===== config.mk =====
export PLATFORM = sky130hd
export DESIGN_NAME = dispatch_alloc
export DESIGN_NICKNAME = d
export VERILOG_FILES = /design/src/rtl/dispatch_pkg.sv /design/src/rtl/dispatch_alloc_ctl.sv /design/src/rtl/dispatch_seq_gen.sv /design/src/rtl/dispatch_pool_cnt.sv /design/src/rtl/dispatch_ev_cnt.sv /design/src/rtl/dispatch_alloc.sv
export SDC_FILE = /design/constraint.sdc
export NUM_CORES = 1
export LEC_CHECK = 0
export BUFFER_PORTS_ARGS = -buffer_cell sky130_fd_sc_hd__buf_4
export CORE_UTILIZATION = 30
export DETAILED_ROUTE_END_ITERATION = 12
export GPL_ROUTABILITY_DRIVEN = 0
export RECOVER_POWER = 100
export SLEW_MARGIN = 15
export SYNTH_ARGS = -nofsm -noshare
export SYNTH_HDL_FRONTEND = slang
export SYNTH_SLANG_ARGS = --single-unit

===== constraint.sdc =====
create_clock -name clk_i -period 6.4 [get_ports clk_i]
set_clock_uncertainty 0.05 [all_clocks]
set_input_delay 0.32 -clock clk_i [delete_from_list [all_inputs] [get_ports clk_i]]
set_output_delay 0.32 -clock clk_i [all_outputs]
set_load 0.03 [all_outputs]

===== src/rtl/dispatch_pkg.sv =====
package dispatch_pkg;
  typedef enum logic [1:0] {
    CLS_PLAIN   = 2'd0,
    CLS_MEM     = 2'd1,
    CLS_BARRIER = 2'd2
  } disp_cls_e;

  function automatic disp_cls_e cls_decode(input logic mem, input logic barrier);
    if (barrier) return CLS_BARRIER;
    if (mem) return CLS_MEM;
    return CLS_PLAIN;
  endfunction
endpackage


===== src/rtl/dispatch_alloc_ctl.sv =====
module dispatch_alloc_ctl
  import dispatch_pkg::*;
(
  input  logic      valid_i,
  input  logic      regs_ok_i,
  input  disp_cls_e cls_i,
  input  logic      rob_avail_i,
  input  logic      chain_avail_i,
  input  logic      iq_avail_i,
  input  logic      lsq_avail_i,
  output logic      rob_take_o,
  output logic      rob_undo_o,
  output logic      iq_take_o,
  output logic      iq_undo_o,
  output logic      lsq_take_o,
  output logic      chain_miss_o,
  output logic      done_o
);
  logic need_iq, need_lsq, chain_ok, iq_stage_ok, lsq_req;

  always_comb begin
    need_iq     = (cls_i != CLS_BARRIER);
    need_lsq    = (cls_i != CLS_PLAIN);
    rob_take_o  = valid_i && regs_ok_i && rob_avail_i;
    chain_miss_o = rob_take_o && !chain_avail_i;
    chain_ok    = rob_take_o && chain_avail_i;
    iq_take_o   = chain_ok && need_iq && iq_avail_i;
    iq_stage_ok = chain_ok && (!need_iq || iq_avail_i);
    lsq_req     = iq_stage_ok && need_lsq;
    lsq_take_o  = lsq_req && lsq_avail_i;
    done_o      = iq_stage_ok && (!need_lsq || lsq_avail_i);
    // undo every earlier grant when a later stage refuses
    iq_undo_o   = iq_take_o && lsq_req && !lsq_avail_i;
    rob_undo_o  = rob_take_o && !done_o;
  end
endmodule


===== src/rtl/dispatch_seq_gen.sv =====
module dispatch_seq_gen #(
  parameter int SEQ_W = 8
) (
  input  logic             clk_i,
  input  logic             rst_ni,
  input  logic             adv_i,
  input  logic             pair_i,
  output logic [SEQ_W-1:0] seq_o
);
  logic [SEQ_W-1:0] seq_q;

  always_ff @(posedge clk_i or negedge rst_ni) begin
    if (!rst_ni) seq_q <= '0;
    else if (adv_i) seq_q <= seq_q + (pair_i ? SEQ_W'(2) : SEQ_W'(1));
  end

  assign seq_o = seq_q;
endmodule


===== src/rtl/dispatch_pool_cnt.sv =====
module dispatch_pool_cnt #(
  parameter int W     = 7,
  parameter int AMT_W = 2,
  parameter int INIT  = 48
) (
  input  logic             clk_i,
  input  logic             rst_ni,
  input  logic             take_i,
  input  logic [AMT_W-1:0] amt_i,
  output logic             fit_o,
  output logic [W-1:0]     free_o
);
  logic [W-1:0] free_q;

  always_ff @(posedge clk_i or negedge rst_ni) begin
    if (!rst_ni) free_q <= W'(INIT);
    else if (take_i) free_q <= free_q - W'(amt_i);
  end

  assign fit_o  = (W'(amt_i) <= free_q);
  assign free_o = free_q;
endmodule


===== src/rtl/dispatch_ev_cnt.sv =====
module dispatch_ev_cnt #(
  parameter int W = 16
) (
  input  logic         clk_i,
  input  logic         rst_ni,
  input  logic         inc_i,
  input  logic         dbl_i,
  output logic [W-1:0] cnt_o
);
  logic [W-1:0] cnt_q;

  always_ff @(posedge clk_i or negedge rst_ni) begin
    if (!rst_ni) cnt_q <= '0;
    else if (inc_i) cnt_q <= cnt_q + (dbl_i ? W'(2) : W'(1));
  end

  assign cnt_o = cnt_q;
endmodule


===== src/rtl/dispatch_alloc.sv =====
module dispatch_alloc
  import dispatch_pkg::*;
#(
  parameter int SEQ_W        = 8,
  parameter int DST_W        = 2,
  parameter int PREG_W       = 7,
  parameter int NUM_INT_PREG = 48,
  parameter int NUM_FP_PREG  = 40,
  parameter int CNT_W        = 16
) (
  input  logic              clk_i,
  input  logic              rst_ni,
  input  logic              in_valid_i,
  output logic              in_ready_o,
  input  logic              in_mem_i,
  input  logic              in_barrier_i,
  input  logic [DST_W-1:0]  in_int_dst_i,
  input  logic [DST_W-1:0]  in_fp_dst_i,
  input  logic              chain_avail_i,
  input  logic              rob_avail_i,
  output logic              rob_alloc_o,
  output logic              rob_release_o,
  output logic [SEQ_W-1:0]  rob_seq_o,
  output logic              rob_ea_pend_o,
  input  logic              iq_avail_i,
  output logic              iq_alloc_o,
  output logic              iq_squash_o,
  output logic [SEQ_W-1:0]  iq_seq_o,
  input  logic              lsq_avail_i,
  output logic              lsq_alloc_o,
  output logic [SEQ_W-1:0]  lsq_seq_o,
  output logic [PREG_W-1:0] free_int_o,
  output logic [PREG_W-1:0] free_fp_o,
  output logic [CNT_W-1:0]  op_count_o,
  output logic [CNT_W-1:0]  chain_stall_count_o
);
  localparam int NPOOL = 2;

  disp_cls_e               cls;
  logic                    done, chain_miss, regs_ok, paired;
  logic [SEQ_W-1:0]        seq;
  logic [NPOOL-1:0]        pool_fit;
  logic [NPOOL-1:0][DST_W-1:0]  pool_amt;
  logic [NPOOL-1:0][PREG_W-1:0] pool_free;

  assign cls         = cls_decode(in_mem_i, in_barrier_i);
  assign paired      = (cls != CLS_PLAIN);
  assign pool_amt[0] = in_int_dst_i;
  assign pool_amt[1] = in_fp_dst_i;
  assign regs_ok     = &pool_fit;

  for (genvar g = 0; g < NPOOL; g++) begin : g_pool
    dispatch_pool_cnt #(
      .W    (PREG_W),
      .AMT_W(DST_W),
      .INIT ((g == 0) ? NUM_INT_PREG : NUM_FP_PREG)
    ) pool_i (
      .clk_i (clk_i),
      .rst_ni(rst_ni),
      .take_i(done),
      .amt_i (pool_amt[g]),
      .fit_o (pool_fit[g]),
      .free_o(pool_free[g])
    );
  end

  assign free_int_o = pool_free[0];
  assign free_fp_o  = pool_free[1];

  dispatch_alloc_ctl ctl_i (
    .valid_i      (in_valid_i),
    .regs_ok_i    (regs_ok),
    .cls_i        (cls),
    .rob_avail_i  (rob_avail_i),
    .chain_avail_i(chain_avail_i),
    .iq_avail_i   (iq_avail_i),
    .lsq_avail_i  (lsq_avail_i),
    .rob_take_o   (rob_alloc_o),
    .rob_undo_o   (rob_release_o),
    .iq_take_o    (iq_alloc_o),
    .iq_undo_o    (iq_squash_o),
    .lsq_take_o   (lsq_alloc_o),
    .chain_miss_o (chain_miss),
    .done_o       (done)
  );

  dispatch_seq_gen #(.SEQ_W(SEQ_W)) seq_i (
    .clk_i (clk_i),
    .rst_ni(rst_ni),
    .adv_i (done),
    .pair_i(paired),
    .seq_o (seq)
  );

  dispatch_ev_cnt #(.W(CNT_W)) ops_i (
    .clk_i (clk_i),
    .rst_ni(rst_ni),
    .inc_i (done),
    .dbl_i (cls == CLS_MEM),
    .cnt_o (op_count_o)
  );

  dispatch_ev_cnt #(.W(CNT_W)) chs_i (
    .clk_i (clk_i),
    .rst_ni(rst_ni),
    .inc_i (chain_miss),
    .dbl_i (1'b0),
    .cnt_o (chain_stall_count_o)
  );

  assign in_ready_o    = done;
  assign iq_seq_o      = seq;
  assign lsq_seq_o     = seq + SEQ_W'(1);
  // memory ops carry the access-side number in the reorder buffer
  assign rob_seq_o     = paired ? lsq_seq_o : seq;
  assign rob_ea_pend_o = (cls == CLS_MEM);
endmodule


==> impl_metrics.csv, run 1 <==
group,metric,value,unit
timing,setup_violations,0,
setup_path,worstReg2RegStart,"g_pool[1].pool_i.free_o[1]$_DFFE_PN0P_",
floorplanning,initial_core_util,0.3152,
timing,relSlewSlack,-0.9846,
floorplanning,rows,35,
min_path,hold_path.class,"primary input to register",
run_status,violations,"capacitance limit, slew limit",
detailed_routing,ant_nets,0,
clock_network,cts_buffers,5,
clock_network,cts_tree,"yes",
detailed_routing,vias,2296,
timing,period_share,0.6542,
synthesis,synth_area_per_cell,10.83,um2
synthesis,synth.largest_area_cell,"dfrtp_1",
pwr,power_density,392.7,nW/um2
detailed_routing,post_drt_wl_per_cell,13.58,um
setup_path,ff2ff_path_depth,7,
synthesis,syn_inst,274,
run,cap_violations,1,
global_route,track_usage,0.1371,
detailed_routing,drt_first_iter_violations,71,
timing,report.final.hold_viol_count,0,
global_route,antenna_found_initial,0,
min_path,hold_path_end,"g_pool[0].pool_i.free_o[0]$_DFFE_PN0P_",
min_path,holdCritStartpoint,"in_int_dst_i[0]",
synthesis,synth_nets,302,
pwr,leakage,0.001554,uW
pwr,ir_worst_vdd,0.0001436,V
global_route,grt_pass1_vias,2251,
timing,finalMaxSlewViolations,55,
detailed_routing,viasPerCell,4.667,
detailed_routing,drc,0,
clock_network,cts-root-buf,"clkbuf_8",
timing,period_minus_slack,4.187,ns
detailed_routing,drt_first_pass_iters,4,
final_layout,fin_util,0.3766,
synthesis,ys_seq_area_frac,0.4570,
timing,rsz0062_at_grt,"no",
setup_path,ff2ff_setup_slack,2.60,ns
min_path,hold_depth,3,
clock_network,clk_pin_slew,0.10,ns
clock_network,postCtsSetupBuffers,0,
final_layout,area_growth,19.48,%
global_route,grt_first_pass_wirelength,11100,um
floorplanning,ios,90,
clock_network,ctsResizeCount,0,
floorplanning,core-area,9415,um2
place,hpwl,4897,um
setup_path,critPathKind,"register to output pin",
clock_network,clock_latency,0.30,ns
floorplanning,die_x,101.5,um
synthesis,synth_top_area_share,0.4216,
detailed_routing,wirelength,6679,um
synthesis,syn_area,2968,um2
timing,worst_pin_slew,2.977,ns
synthesis,synth_cell_types,38,
place,io_buffers,89,
setup_path,rr_endpoint,"g_pool[1].pool_i.free_o[4]$_DFFE_PN0P_",
global_route,overflow,0,
clock_network,clockBufferDepth,2,
timing,fmax,0.2389,GHz
final_layout,nFillCells,1025,
run_status,status,"complete, but fails checks",
setup_path,cp_data_required_time,6.03,ns
global_route,grt_max_degree,55,
synthesis,synth_area_leaders,"dfrtp_1, xnor2_1, xor2_1, ha_1, dfstp_2",
setup_path,cp-end-kind,"output pin",
clock_network,hold_buffers,0,
clock_network,cts_max_level,2,
final_layout,nets,390,
final_layout,antenna_cells,0,
synthesis,ys_warn_count,0,
final_layout,drive_gt1_frac,0.08264,
setup_path,path_max_fanout,31,
floorplanning,die_h,101.5,um
timing,finalSetupTns,0,ns
setup_path,critPathLaunchType,"register",
setup_path,crit_arrival,3.82,ns
floorplanning,fp.dieArea,10290,um2
clock_network,cts_sinks,54,
synthesis,ys_ff_latch,54,
## worst max-delay path by stage
stage	start	to	slack [ns]	depth (start not counted)
6_report	g_pool[1].pool_i.free_o[1]$_DFFE_PN0P_	in_ready_o	2.21	6
4_1_cts	g_pool[1].pool_i.free_o[1]$_DFFE_PN0P_	in_ready_o	3.43	6
5_1_grt	g_pool[1].pool_i.free_o[1]$_DFFE_PN0P_	in_ready_o	1.89	6
3_5_place_dp	in_fp_dst_i[1]	g_pool[1].pool_i.free_o[4]$_DFFE_PN0P_	3.70	9
2_1_floorplan	g_pool[1].pool_i.free_o[1]$_DFFE_PN0P_	lsq_alloc_o	3.58	6
3_3_place_gp	in_fp_dst_i[1]	g_pool[1].pool_i.free_o[4]$_DFFE_PN0P_	3.78	9
## state kept, by name, summed over array words and instances, names as in the netlist
register / count
chs_i.cnt_o: 16
ops_i.cnt_o: 16
g_pool.pool_i.free_o: 14
seq_i.seq_o: 8
## critical path, cell delays in order, from the launching register on
cell and delay (ns):
dfrtp_1 0.43, ha_1 0.33, inv_1 0.04, o2111a_1 0.29, nor4_1 1.02, clkbuf_1 1.02, clkbuf_1 0.38
## area by class of cell
cell class                 count  area (um2)  area share
timing repair buffer          90       405.4      0.1143
inverter                      14       52.55     0.01482
tap                          129       161.4     0.04552
clock inverter                 1       30.03    0.008469
clock buffer                   7       86.33     0.02435
sequential                    54        1356      0.3825
multi-input combinational    197        1454      0.4100
## cells in the mapped netlist, drive strengths merged
cell,number
nand2,20
or2,1
nand4,11
mux2,6
inv,14
dfrtp,50
or3,1
xor2,18
fa,4
nand3b,4
or4,1
xnor2,39
nand4b,2
nand3,15
and2,3
ha,11
nor3,8
nor3b,3
nor4b,3
and3,10
dfstp,4
clkbuf,4
a21oi,7
nor2,10
nor4,7
nand2b,6
a211oi,1
o21ai,2
o2111a,1
mux2i,1
buf,5
a2111oi,1
o21bai,1
## metrics by stage
stage	cells	area (um2)	total power (uW)	hold slack [ns]	setup slack, ns
final	492	3546	1393	0.2730	2.213
after global routing	492	3546	1491	0.2684	1.894
after CTS	492	3869	1526	0.03346	3.434
after detailed placement	484	3752	1282	0.3701	3.698
after global placement	484	3752	1269	0.3704	3.780
after floorplan	274	2968	1016	-0.02559	3.581
## layer usage
layer	wire length, um	track usage
met1	3321	0.1965
met2	2888	0.2119
met3	470	0.03175
met4	0	0.02676
met5	0	0
## cell usage in the layout, fill, tap and decap left out, types with 3 or more instances in the layout
master,count
a21oi_1,7
and3_1,10
buf_4,18
clkbuf_1,73
clkbuf_8,6
dfrtp_1,50
dfstp_1,4
fa_1,4
ha_1,11
inv_1,14
mux2_2,4
nand2_1,20
nand2b_1,6
nand3_1,15
nand3b_1,4
nand4_1,11
nor2_1,10
nor3_1,8
nor3b_1,3
nor4_1,7
nor4b_1,3
xnor2_1,39
xor2_1,18
## logic make-up after synthesis
logic type / share of synthesized area
mux: 0.02867
flops: 0.4570
simple gates: 0.2041
compound gates: 0.03331
fa+ha+maj: 0.07336
xor+xnor: 0.1682
buf+inv: 0.03541
## report_power, final
group | switching (uW) | internal (uW) | leakage, uW | total, uW
Sequential | 113 | 425 | 0.000701 | 538
Clock | 111 | 128 | 0.0000585 | 238
Combinational | 422 | 194 | 0.000794 | 616
No activity file was read; power rests on OpenSTA's default activity.
==> inputs of run 2 (changes only) <==
clock period = 3.5 ns   (was 6.4 ns; I/O delays follow)
==> run 2 against run 1 <==
Effect of this change: sequential power up 83%; global-route usage decreased by 0.21 points; worst setup slack worse by 1.7 ns; count of clock-buffer cells in the layout did not move; the flow now finishes without violations; register-to-register slack got worse by 1.9 ns; design area up 0.49%; total power up 77%; clock power grew 40%; core utilization increased by 0.19 points; cell count is the same; hold slack got worse by 0.15 ns.
==> impl_metrics.csv, run 2 (same netlist as run 1, synthesis figures left out) <==
group,metric,value,unit
global_route,grt_first_pass_wirelength,10890,um
clock_network,cts_buffers,5,
setup_path,cp_data_required_time,3.27,ns
timing,worst_pin_slew,1.329,ns
place,io_buffers,89,
floorplanning,die_h,101.5,um
timing,setup_violations,0,
setup_path,critPathKind,"register to output pin",
run_status,status,"finished clean",
final_layout,postLayoutCellArea,3563,um2
global_route,grt_pass1_vias,2182,
floorplanning,rows,35,
final_layout,nFillCells,1023,
final_layout,drive_gt1_frac,0.08540,
final_layout,area_growth,20.07,%
timing,period_share,0.8439,
clock_network,cts-root-buf,"clkbuf_8",
timing,report.final.hold_viol_count,0,
detailed_routing,drt_first_iter_violations,51,
pwr,ir_worst_vdd,0.0002971,V
place,place_area,3765,um2
timing,final.setup.worst_slack,0.5462,ns
clock_network,cts_max_level,2,
final_layout,final_common_cell,"clkbuf_1",
detailed_routing,post_drt_wl_per_cell,13.51,um
floorplanning,initial_core_util,0.3152,
detailed_routing,drc,0,
floorplanning,fp.dieArea,10290,um2
timing,period_minus_slack,2.954,ns
clock_network,ctsResizeCount,0,
timing,rsz0062_at_grt,"no",
final_layout,final_cell_mix,"clkbuf_1, dfrtp_1, xnor2_1",
final_layout,nets,391,
global_route,track_usage,0.1350,
detailed_routing,wirelength,6649,um
clock_network,cts_sinks,54,
run,cap_violations,0,
detailed_routing,viasPerCell,4.622,
detailed_routing,drt_first_pass_iters,4,
clock_network,clockBufferDepth,2,
floorplanning,ios,90,
pwr,power_density,692.6,nW/um2
clock_network,clk_pin_slew,0.10,ns
pwr,leakage,0.001549,uW
detailed_routing,vias,2274,
global_route,overflow,0,
setup_path,cp-end-kind,"output pin",
place,pre_cts_slack,0.9391,ns
place,hpwl,4990,um
timing,finalSetupTns,0,ns
detailed_routing,ant_nets,0,
setup_path,crit_arrival,2.73,ns
setup_path,path_max_fanout,13,
global_route,grt_max_degree,55,
clock_network,cts_tree,"yes",
min_path,hold_path.class,"primary input to register",
final_layout,antenna_cells,0,
global_route,antenna_found_initial,0,
clock_network,clock_latency,0.30,ns
setup_path,critPathLaunchType,"register",
timing,relSlewSlack,0.1060,
floorplanning,die_x,101.5,um
timing,finalMaxSlewViolations,0,
timing,fmax,0.3385,GHz
floorplanning,core-area,9415,um2
## run 2: timing repair
item / 4_1_cts / 5_1_grt
endpoints found under the hold margin: 50 / 0
hold buffers: 1 / 0
buffers inserted: 0 / 0
## run 2: power breakdown
part	leakage, uW	total (uW)	internal [uW]	switching [uW]
combinational	0.000809	1150	363	788
clock	0.0000383	334	139	196
sequential	0.000701	983	777	206
total	0.00155	2470	1280	1190
## run 2: metal layers
metal	global-route usage	share of wire
met5	0	0
met4	0.02676	0.0051
met3	0.03451	0.064
met2	0.2114	0.43
met1	0.1892	0.50
## run 2: path summary, 6_finish.rpt
kind                                                   startpoint                                     end  slack [ns]  cells past startpoint
setup / recovery           g_pool[0].pool_i.free_o[5]$_DFFE_PN1P_                           rob_release_o        0.55                      6
hold / removal                                    in_int_dst_i[0]  g_pool[0].pool_i.free_o[0]$_DFFE_PN0P_        0.13                      3
setup reg to reg           g_pool[1].pool_i.free_o[1]$_DFFE_PN0P_              chs_i.cnt_o[1]$_DFFE_PN0P_        0.69                      5
hold reg to reg                       ops_i.cnt_o[15]$_DFFE_PN0P_             ops_i.cnt_o[15]$_DFFE_PN0P_        0.43                      1
max in group asynchronous                                  rst_ni              chs_i.cnt_o[5]$_DFFE_PN0P_        1.93                      2
min in group asynchronous                                  rst_ni  g_pool[1].pool_i.free_o[1]$_DFFE_PN0P_        0.64                      2
## run 2: layout make-up
type,count,area [um2],share of cell area
repair buffers,91,432.9,0.1215
inverters,14,52.55,0.01475
clock buffers,7,76.32,0.02142
multi-input cells,197,1484,0.4164
well taps,129,161.4,0.04529
flip-flops and latches,54,1356,0.3806
## run 2: worst max-delay path, cell delays in order, from the launching register on
cell and delay [ns]:
dfstp_1 0.40, or4_1 0.61, a2111oi_4 0.48, or3_1 0.47, inv_1 0.13, and2_1 0.17
buf_4 0.16
## run 2: stage by stage
stage,utilization,std cells,total power [uW],hold slack (ns)
finish,0.3785,492,2468,0.1279
global route,0.3785,492,2646,0.1408
CTS,0.4090,492,2697,0.1294
detailed placement,0.3999,484,2351,0.2282
global placement,0.3999,484,2322,0.2266
floorplan,-,274,1858,-0.1706
==> inputs of run 3 (changes only) <==
clock period = 2.85 ns   (was 3.5 ns; I/O delays follow)
==> run 3 against run 2 <==
Effect of this change: die area unchanged; highest routed layer unchanged; worst setup slack got worse by 0.31 ns; sequential power increased by 24%; wire length increased by 3.4%; critical path depth unchanged; clock power increased by 54%.
==> impl_metrics.csv, run 3 (same netlist as run 1, synthesis figures left out) <==
group,metric,value,unit
run_status,status,"finished clean",
pwr,ir_worst_vdd,0.0005493,V
clock_network,clock_latency,0.31,ns
detailed_routing,ant_nets,0,
global_route,grt_pass1_vias,2155,
setup_path,cp_data_required_time,2.66,ns
setup_path,path_max_fanout,13,
global_route,overflow,0,
final_layout,antenna_cells,0,
global_route,grt_first_pass_wirelength,11210,um
final_layout,final_common_cell,"clkbuf_1",
final_layout,nets,392,
timing,finalMaxSlewViolations,0,
pwr,power_density,878.2,nW/um2
final_layout,seq_area,1356,um2
global_route,use_met3,0.04279,
detailed_routing,wirelength,6875,um
detailed_routing,vias,2325,
setup_path,crit_arrival,2.42,ns
floorplanning,die_x,101.5,um
min_path,holdCritStartpoint,"in_int_dst_i[0]",
timing,period_share,0.9177,
timing,final.setup.worst_slack,0.2346,ns
floorplanning,core-area,9415,um2
timing,finalSetupTns,0,ns
timing,rsz0062_at_grt,"no",
clock_network,clockBufferDepth,2,
detailed_routing,drt_first_pass_iters,6,
global_route,grt_max_degree,55,
run,cap_violations,0,
setup_path,critPathLaunchType,"register",
setup_path,critPathKind,"register to output pin",
detailed_routing,post_drt_wl_per_cell,13.92,um
floorplanning,die_h,101.5,um
floorplanning,initial_core_util,0.3152,
place,hpwl,5137,um
pwr,leakage,0.001574,uW
clock_network,cts_sinks,54,
setup_path,worstReg2RegStart,"g_pool[1].pool_i.free_o[1]$_DFFE_PN0P_",
place,io_buffers,89,
clock_network,cts_max_level,2,
place,pre_cts_slack,0.4065,ns
floorplanning,ios,90,
final_layout,drive_gt1_frac,0.1068,
detailed_routing,drt_first_iter_violations,94,
timing,relSlewSlack,0.09201,
global_route,grt-busiest-layer,"met2",
final_layout,area_growth,20.74,%
clock_network,clk_pin_slew,0.10,ns
min_path,hold_path.class,"primary input to register",
final_layout,multi_input_area,1484,um2
detailed_routing,drc,0,
detailed_routing,viasPerCell,4.706,
global_route,grt_use_met1,0.2007,
setup_path,cp-end-kind,"output pin",
clock_network,cts-root-buf,"clkbuf_8",
timing,fmax,0.3824,GHz
final_layout,final_cell_mix,"clkbuf_1, dfrtp_1, xnor2_1",
global_route,antenna_found_initial,0,
final_layout,nFillCells,979,
timing,report.final.hold_viol_count,0,
global_route,use_met2,0.2077,
clock_network,cts_buffers,5,
setup_path,crit_path_start,"g_pool[1].pool_i.free_o[1]$_DFFE_PN0P_",
clock_network,cts_tree,"yes",
timing,period_minus_slack,2.615,ns
timing,worst_pin_slew,1.362,ns
timing,setup_violations,0,
clock_network,postCtsSetupBuffers,0,
floorplanning,fp.dieArea,10290,um2
floorplanning,rows,35,
global_route,track_usage,0.1404,
run 3: worst max-delay path: stages, from the launching register on:
cell and delay, ns:
dfrtp_1 0.43, ha_1 0.33, inv_1 0.05, o2111a_1 0.29, or3_4 0.48, nor3_1 0.20, clkbuf_1 0.33
run 3: cell type report:
| cell class | instances | share of cell area |
|---|---|---|
| Sequential cell | 54 | 0.3785 |
| Inverter | 14 | 0.01466 |
| Tap cell | 129 | 0.04504 |
| Clock inverter | 3 | 0.01117 |
| Clock buffer | 5 | 0.01920 |
| Multi-Input combinational cell | 197 | 0.4141 |
| Timing Repair Buffer | 92 | 0.1173 |
run 3: per-stage QoR:
stage	instance area, um2	utilization	total power [uW]	hold WS, ns	instances
floorplan	2968	-	2282	-0.2031	274
finish	3583	0.3806	3147	0.09392	494
CTS	3879	0.4120	3425	0.07856	494
detailed placement	3760	0.3993	2893	0.1937	485
global placement	3760	0.3993	2860	0.1950	485
global route	3583	0.3806	3352	0.09669	494
run 3: path summary, 6_finish.rpt:
check	endpoint	slack [ns]	cells past startpoint
setup / recovery	iq_alloc_o	0.23	6
hold / removal	g_pool[0].pool_i.free_o[0]$_DFFE_PN0P_	0.09	3
setup reg to reg	g_pool[1].pool_i.free_o[4]$_DFFE_PN0P_	0.32	7
hold reg to reg	chs_i.cnt_o[15]$_DFFE_PN0P_	0.43	1
max in group asynchronous	chs_i.cnt_o[14]$_DFFE_PN0P_	1.30	2
min in group asynchronous	g_pool[1].pool_i.free_o[2]$_DFFE_PN0P_	0.64	2
run 3: power by group:
part,switching [uW],internal (uW)
Sequential,262,956
Clock,254,259
Combinational,974,441
run 3: what timing repair did:
action,4_1_cts,5_1_grt
hold buffers,1,0
endpoints found under the setup margin,0,0
gates resized for setup,0,0
hold endpoints to repair,50,0
run 3: metal layers:
layer | part of all wire | vias up
li1 | - | 1110
met1 | 0.50 | 1129
met2 | 0.42 | 81
met3 | 0.072 | 5
met4 | 0.0084 | 0
met5 | 0 | -
